<file path="config.mk">
export PLATFORM = sky130hd
export DESIGN_NAME = ccd_drive_gen
export DESIGN_NICKNAME = d
export VERILOG_FILES = /design/src/rtl/ccd_drive_gen.sv
export SDC_FILE = /design/constraint.sdc
export NUM_CORES = 1
export LEC_CHECK = 0
export BUFFER_PORTS_ARGS = -buffer_cell sky130_fd_sc_hd__buf_2
export CORE_UTILIZATION = 30
export DETAILED_ROUTE_END_ITERATION = 6
export PLACE_DENSITY = 0.58
export SLEW_MARGIN = 0
export SYNTH_ARGS = -nofsm -noshare
export SYNTH_HDL_FRONTEND = slang
export SYNTH_SLANG_ARGS = --single-unit
export TNS_END_PERCENT = 5
</file>
<file path="constraint.sdc">
create_clock -name clk -period 4.78 [get_ports clk]
set_input_delay 0.956 -clock clk [delete_from_list [all_inputs] [get_ports clk]]
set_output_delay 0.956 -clock clk [all_outputs]
set_load 0.005 [all_outputs]
</file>
<file path="src/rtl/ccd_drive_gen.sv">
module ccd_drive_gen #(
  parameter int LINE_LEN    = 618,
  parameter int FRAME_LINES = 625,
  parameter int VD_A_LINE   = 622,
  parameter int RD_A_LINE   = 19,
  parameter int VD_B_LINE   = 310,
  parameter int RD_B_LINE   = 331,
  localparam int HW = $clog2(LINE_LEN),
  localparam int VW = $clog2(FRAME_LINES)
) (
  input  logic          clk,
  input  logic          rst,
  input  logic          mirror_in,
  input  logic [VW-1:0] shut_stop,
  output logic [HW-1:0] hpos,
  output logic [VW-1:0] vline,
  output logic          hd,
  output logic          vd,
  output logic          field,
  output logic          v1,
  output logic          v2,
  output logic          v3,
  output logic          v4,
  output logic          tg,
  output logic          ofd,
  output logic          hfwd_en,
  output logic          hrev_en,
  output logic          rs_en,
  output logic          pix_act
);

  localparam logic [HW-1:0] HLAST = HW'(LINE_LEN - 1);
  localparam logic [VW-1:0] VLAST = VW'(FRAME_LINES - 1);
  localparam logic [VW-1:0] VDA   = VW'(VD_A_LINE);
  localparam logic [VW-1:0] VDB   = VW'(VD_B_LINE);
  localparam logic [VW-1:0] RDA   = VW'(RD_A_LINE);
  localparam logic [VW-1:0] RDB   = VW'(RD_B_LINE);
  localparam logic [HW-1:0] SHIFT = HW'(20);

  logic [VW-1:0] fline;
  logic          mir_q;
  logic [VW-1:0] vnext;
  logic          run;

  assign run   = !rst;
  assign vnext = (vline == VLAST) ? '0 : vline + 1'b1;

  always_ff @(posedge clk) begin
    if (rst) begin
      hpos  <= '0;
      vline <= '0;
      field <= 1'b0;
      fline <= '0;
      mir_q <= 1'b0;
    end else if (hpos == HLAST) begin
      hpos  <= '0;
      vline <= vnext;
      if (vline == VLAST) mir_q <= mirror_in;
      if (vnext == VDA || vnext == VDB) begin
        field <= !field;
        fline <= '0;
      end else begin
        fline <= fline + 1'b1;
      end
    end else begin
      hpos <= hpos + 1'b1;
    end
  end

  function automatic logic in_win(input logic [HW-1:0] p, input int lo, input int hi,
                                  input logic m);
    logic [HW-1:0] l, h;
    l = m ? HW'(lo) - SHIFT : HW'(lo);
    h = m ? HW'(hi) - SHIFT : HW'(hi);
    return (p >= l) && (p < h);
  endfunction

  logic rd_line, h_win;
  assign rd_line = field ? (vline == RDB) : (vline == RDA);
  assign h_win   = in_win(hpos, 70, 616, mir_q);

  assign hd      = run && (hpos < HW'(16));
  assign vd      = run && (vline == VDA || vline == VDB);
  assign v1      = run && in_win(hpos, 29, 49, mir_q);
  assign v2      = run && in_win(hpos, 39, 59, mir_q);
  assign v3      = rst || !in_win(hpos, 24, 54, mir_q);
  assign v4      = run && in_win(hpos, 34, 64, mir_q);
  assign tg      = run && rd_line && in_win(hpos, 242, 338, mir_q);
  assign ofd     = run && (shut_stop != '0) && (fline < shut_stop) &&
                   in_win(hpos, 62, 72, mir_q);
  assign rs_en   = run && h_win;
  assign hfwd_en = run && h_win && !mir_q;
  assign hrev_en = run && h_win && mir_q;
  assign pix_act = run && in_win(hpos, 76, 588, mir_q);


  hwrap_chk: assert property (@(posedge clk) disable iff (rst)
    hpos == HLAST |=> hpos == '0);


  mode_hold_chk: assert property (@(posedge clk) disable iff (rst)
    !(hpos == '0 && vline == '0) |-> $stable(mir_q));


  field_flip_chk: assert property (@(posedge clk) disable iff (rst)
    $rose(vd) |-> field != $past(field));


  tg_line_chk: assert property (@(posedge clk) disable iff (rst)
    tg |-> ((vline == RDA && !field) || (vline == RDB && field)));


  ofd_gate_chk: assert property (@(posedge clk) disable iff (rst)
    ofd |-> (shut_stop != '0 && fline < shut_stop));


  hpair_chk: assert property (@(posedge clk) disable iff (rst)
    !(hfwd_en && hrev_en));


  v_order_chk: assert property (@(posedge clk) disable iff (rst)
    v1 |-> !v3);

endmodule

</file>
Word-level counts from Yosys, hierarchy flattened
Index checks and enable logic that the tools add are counted.
Storage, ports and cells
  bits in registers: 32
  input bits: 13
Cells by class
  reductions and logical operators: 33
  magnitude comparators: 18
  equality and inequality tests: 8
  multiplexer cells: 19
  add/sub/neg operators: 3
Operator list (number)
  7-bit 2-to-1 mux: 6
  10-bit == test, second input constant: 4
  10-bit by 1-bit adder with 10-bit output, second input constant: 3
  10-bit by 9-bit == test with 1-bit output, second input constant: 3
  10-bit by 6-bit greater-or-equal comparator with 1-bit output: 3
  10-bit < comparator: 3
  10-bit by 6-bit < comparator with 1-bit output: 3
  6-bit 2-to-1 mux: 5
  5-bit 2-to-1 mux: 5
  1-bit logical AND: 22
  10-bit by 5-bit greater-or-equal comparator with 1-bit output: 2
  10-bit by 7-bit greater-or-equal comparator with 1-bit output: 2
  10-bit by 7-bit < comparator with 1-bit output: 2
  10-bit 2-to-1 mux: 2
  10-bit by 5-bit == test with 1-bit output, second input constant: 1
  10-bit by 8-bit greater-or-equal comparator with 1-bit output: 1
  10-bit by 5-bit < comparator with 1-bit output, second input constant: 1
  10-bit by 9-bit < comparator with 1-bit output: 1
  10-bit nonzero test: 1
  1-bit zero test: 4
  2-bit AND reduction: 2
  1-bit logical OR: 3
  2-bit OR reduction: 1
  1-bit 2-to-1 mux: 1

Depth between registers and ports, before layout
  depth after elaboration: 5
  gate-level depth with buffers: 9
  gate-level depth less buffers: 8

Least setup slack after synthesis
Ideal clock, no wire load.
  path kind: register to output
  start point: reg hpos[2]
  end point: out tg
  cell stages (with the launch flop): 10
  arrival: 2.304 ns
  setup slack: 1.520 ns
  cells stage by stage: dfxtp_1 > inv_1 > ha_1 > clkbuf_1 > inv_1 > a21o_1 > a21o_1 > a31o_1 > a211o_1 > a211oi_1
Between the ends
  longest elaborated chain between the ends: 3
  elaborated cells on any way between the ends: 4
  classes of those cells: 2 x order compare; 2 x reduce/logical
Ends and longest elaborated chain
  start, declared: RTL line 15  | output logic [HW-1:0] hpos,
  start signal, assigned: RTL line 66  | hpos <= hpos + 1'b1;
  10-bit by 8-bit greater-or-equal comparator with 1-bit output or 10-bit by 9-bit < comparator with 1-bit output (tied branches): RTL line 75  | return (p >= l) && (p < h);
  1-bit logical AND *: RTL line 75
  1-bit logical AND *: RTL line 88  | assign tg = run && rd_line && in_win(hpos, 242, 338, mir_q);
  end, declared: RTL line 24  | output logic tg,
Every way passes the cells marked *; elsewhere a longest branch is shown, timed or not.

Worst setup path after layout
  start point: reg mir_q
  end point: out tg
Between the ends
  longest elaborated chain between the ends: 4
  elaborated cells on any way between the ends: 6
  classes of those cells: 2 x order compare; 2 x mux; 2 x reduce/logical
Ends and longest elaborated chain
  start, declared: RTL line 41  | logic mir_q;
  start signal, assigned: RTL line 58  | if (vline == VLAST) mir_q <= mirror_in;
  6-bit 2-to-1 mux or 7-bit 2-to-1 mux (tied branches): RTL line 73, 74
  10-bit by 8-bit greater-or-equal comparator with 1-bit output or 10-bit by 9-bit < comparator with 1-bit output (tied branches): RTL line 75
  1-bit logical AND *: RTL line 75
  1-bit logical AND *: RTL line 88
Marks and branches as above.

==> results <==
- The run finished, with violations left.
- The checks that failed: DRC.
- The longest clock path from root to sink contains 2 buffers.
- After the flow finishes, the layout carries non-filler instances totaling 502.
- Derived from the worst setup path, the maximum achievable clock frequency is 262 MHz.
- The critical path contains buffers and inverters numbering 3 combined.
- The global placer's final weighted congestion is a little under 1.
- The pre-antenna-repair detailed-routing pass consisted of 6 iterations.
- The die is between 90 and 100 um wide.
- Subtracting the final worst setup slack from the clock period gives about 3800 ps.
- The buffer cell driving the clock tree root is clkbuf_8.
- The number of synthesis warnings is 0.
- The ratio of cells with drive above 1 in the final layout is 0.175.
- The detailed-route vias per instance is ~5.4.
- The detailed router finished its first iteration with 107 violations.
- Of the total power, the share spent switching nets is 0.246.
- After legalization and detailed placement, the total HPWL measured around 5.5 mm.
- From bottom edge to top edge, the die measures between 90 and 100 um.
- For this design, the CTS-stage hold fixing added 0 buffers.
- The final layout net count is between 400 and 500.
- The clock-pin slew on the worst setup and hold paths is about 80 ps.
- For the worst-skew pair, the clock arrives at the later sink with an insertion delay of 290 ps.
- Counting every net in the synthesized netlist gives around 410.
- The critical path endpoint category is a primary output.
- Of all cell types, the one taking the most synthesized area is dfxtp_1.
- The worst hold path belongs to the class flop to flop.
- The power share of the sequential group is 0.469.
- The critical path's slowest cell is dfxtp_1.
- In the final timing run, aggregate negative setup slack is 0 ps.
- The relative contribution of the clock network to total power is 0.452.
- The wire length of the first global-routing pass is approximately 13 mm.
- Data on the critical path is required at its endpoint by ~3800 ps.
- 46 I/O pins were placed.
- The dominant synthesized flop cell is dfxtp_1.
- At the worst endpoint, the arrival time is 2860 ps.
- The wire length reported by the detailed router is 7.40 mm.
- The setup slack at placement is around 1300 ps.
- The die outline area is between 9000 and 10,000 um^2.
- The final worst clock skew is approximately 11 ps.
- The count of input and output buffers is 45.
- The average instance area after synthesis is ~7.5 um^2.
- The largest delay contributor family on the critical path is compound AO/OA/AOI/OAI gates.
- Dividing the final minimum period by the clock period gives 0.797.
- After synthesis the netlist holds a flip-flop and latch count of 32.
- Entering global routing, the biggest net connects 25 pins.
- The overall overflow remaining after global route is 0.
- After detailed routing, the number of remaining DRC violations is 14.
- Setup repair after global routing left no endpoint under its margin.
- The mapped cell area is 2740 um^2.
- The kind of start point of the critical path is a flop.
- The count of nets left with antenna violations once routing finished came out at 0.
- Max-cap violations in this run came to 0.
- For this run, the register share of the synthesized area comes to 0.233.
- The count of flip-flops with a built-in enable after synthesis is 0.
- Dividing the detail-routed wire length by the instance count gives 14.7 um.
- Once placement completed, the tool counted placed cells totaling 494.
- The worst hold slack across all endpoints is 528 ps.
- The number of setup buffers added after CTS is 0.
- The area growth from synthesis to layout is 13.1%.
- The TritonCTS clock tree is done.
- Across all setup checks in the final design, the least slack found is around 970 ps.
- The transition time at the pin with the least slew margin is 850 ps.
- After synthesis, the netlist uses 55 different library cells.
- The switching component of the power is 0.144 mW.
- The number of failing hold endpoints at the final stage came to 0.
- The number of global-route vias before repair is about 2,600.
- After technology mapping, the gate count stands at between 300 and 400.
- The internal portion of total power is roughly 0.44 mW.
- The critical path goes through inv_1 > ha_1 > inv_1 > a21o_1 > a21o_1 > a31o_1 > a211o_1 > a211oi_1 > buf_2.
- The area share of the largest cell type after synthesis is 0.233.
- The H-tree was split into 2 levels.
- Setup violations remaining at the end of the flow were counted as 0.
- The count of instances resized after the clock tree is built is 0.
- The power density normalized to cell area is roughly 190 nW/um^2.
- In this run the core area contains 34 standard-cell rows.
- The total area inside the core boundary comes to about 8800 um^2.
- The via total after detailed routing is approximately 2,700.
- The share of total power dissipated in combinational logic is 0.079.
- For this design, the sink count on the clock tree is 32.
- The analysis attributes to cell leakage a power of around 1.3 nW.
- The highest fanout seen on the critical path is 9.
- The number of antenna diodes in the final layout is 0.
- The initial antenna violation count is 0.
- In this design, the stage delay of the slowest critical-path cell is around 520 ps.
- VDD sags by at most approximately 0.13 mV.
- The starting density of the core is 0.312.
- For this run, asynchronously set or reset flops after synthesis account for 0.
- The worst pin sits at a relative slew slack of 0.429.
- The max-slew violation count is 0.
- The design draws just under 0.6 mW.
- After filler insertion, the fill cell instance count of the layout stands at 920.
- The global-route total usage across every layer is 0.164.
- The number of buffers added by the clock tree synthesis step is 5.
- The kind of critical path is flop to primary output.
- Ranked by total cell area, the synthesized netlist is headed by dfxtp_1 (23%), ha_1 (14%), nor2_1 (5.6%).
cells in the mapped netlist, drive strengths merged, types with 2 or more instances:
master and number:
inv 23, nor3 10, and4 6, buf 9, xnor2 5, nor2b 7
nand3 18, nand4 11, o21bai 3, nor3b 3, o311ai 2, a31o 2
nand2b 6, a31oi 6, nor2 49, a21o 5, and3 4, o21ai 17
clkbuf 14, or3 4, a211oi 4, a21oi 26, or4 2, ha 30
a311oi 2, nand2 25, xor2 16, a2111oi 2, dfxtp 32, nor4 7
power groups by stage:
stage	Sequential, mW	Combinational, mW	Clock (mW)
2_1_floorplan	0.278	0.0329	0
3_3_place_gp	0.281	0.0456	0
3_5_place_dp	0.281	0.0460	0
4_1_cts	0.275	0.0463	0.271
5_1_grt	0.276	0.0530	0.285
6_report	0.275	0.0463	0.265
path summary, 6_finish.rpt:
check                           slack, ps  cells past startpoint                    end                  start
worst max register to register       2040                      5  vline[9]$_SDFFE_PP0N_     hpos[9]$_SDFF_PP0_
worst max-delay path                  970                      9                     tg     mir_q$_SDFFE_PP0P_
worst min register to register        530                      2  fline[9]$_SDFFE_PP0N_  fline[9]$_SDFFE_PP0N_
worst min-delay path                  530                      2  fline[9]$_SDFFE_PP0N_  fline[9]$_SDFFE_PP0N_
routing by layer:
layer / track usage / vias up / wire (um)
li1: - / 1345 / -
met4: 0.0629 / 0 / 114
met1: 0.222 / 1225 / 3480
met5: 0 / - / 0
met2: 0.255 / 119 / 3230
met3: 0.0345 / 12 / 576
metrics by stage:
step | utilization | area (um^2)
after floorplan | - | 2740
after global placement | 0.340 | 2990
after detailed placement | 0.340 | 2990
after CTS | 0.353 | 3100
after global routing | 0.353 | 3100
final | 0.353 | 3100
sequential cells by signal, summed over array words and instances, names as in the netlist:
name   count
hpos      10
field      1
vline     10
fline     10
mir_q      1
cells by family after synthesis:
family          Yosys count  share of synthesized area
buf+inv                  46                     0.0720
flops                    32                      0.233
compound gates           79                      0.188
xor+xnor                 21                     0.0670
simple gates            156                      0.303
fa+ha+maj                30                      0.137
placed cells by master (no fill, tap or decap), drive strengths merged, types with 10 or more instances in the layout:
cell,n
nand2,25
a21oi,26
nor2,49
nand4,11
dfxtp,32
xor2,16
ha,30
o21ai,17
nand3,18
buf,45
inv,23
nor3,10
area by class of cell:
type                            count  area [um^2]  area share
Timing Repair Buffer               45          225      0.0726
Clock inverter                      3         42.5      0.0137
Clock buffer                        5         68.8      0.0222
Inverter                           23         86.3      0.0278
Sequential cell                    32          641       0.206
Tap cell                          108          135      0.0435
Multi-Input combinational cell    286         1910       0.614
worst min-delay path, cell delays in order (launching register included):
cell     delay, ps
dfxtp_1        350
xor2_1          80
nor2_2          60
No activity file was read; power rests on OpenSTA's default activity.
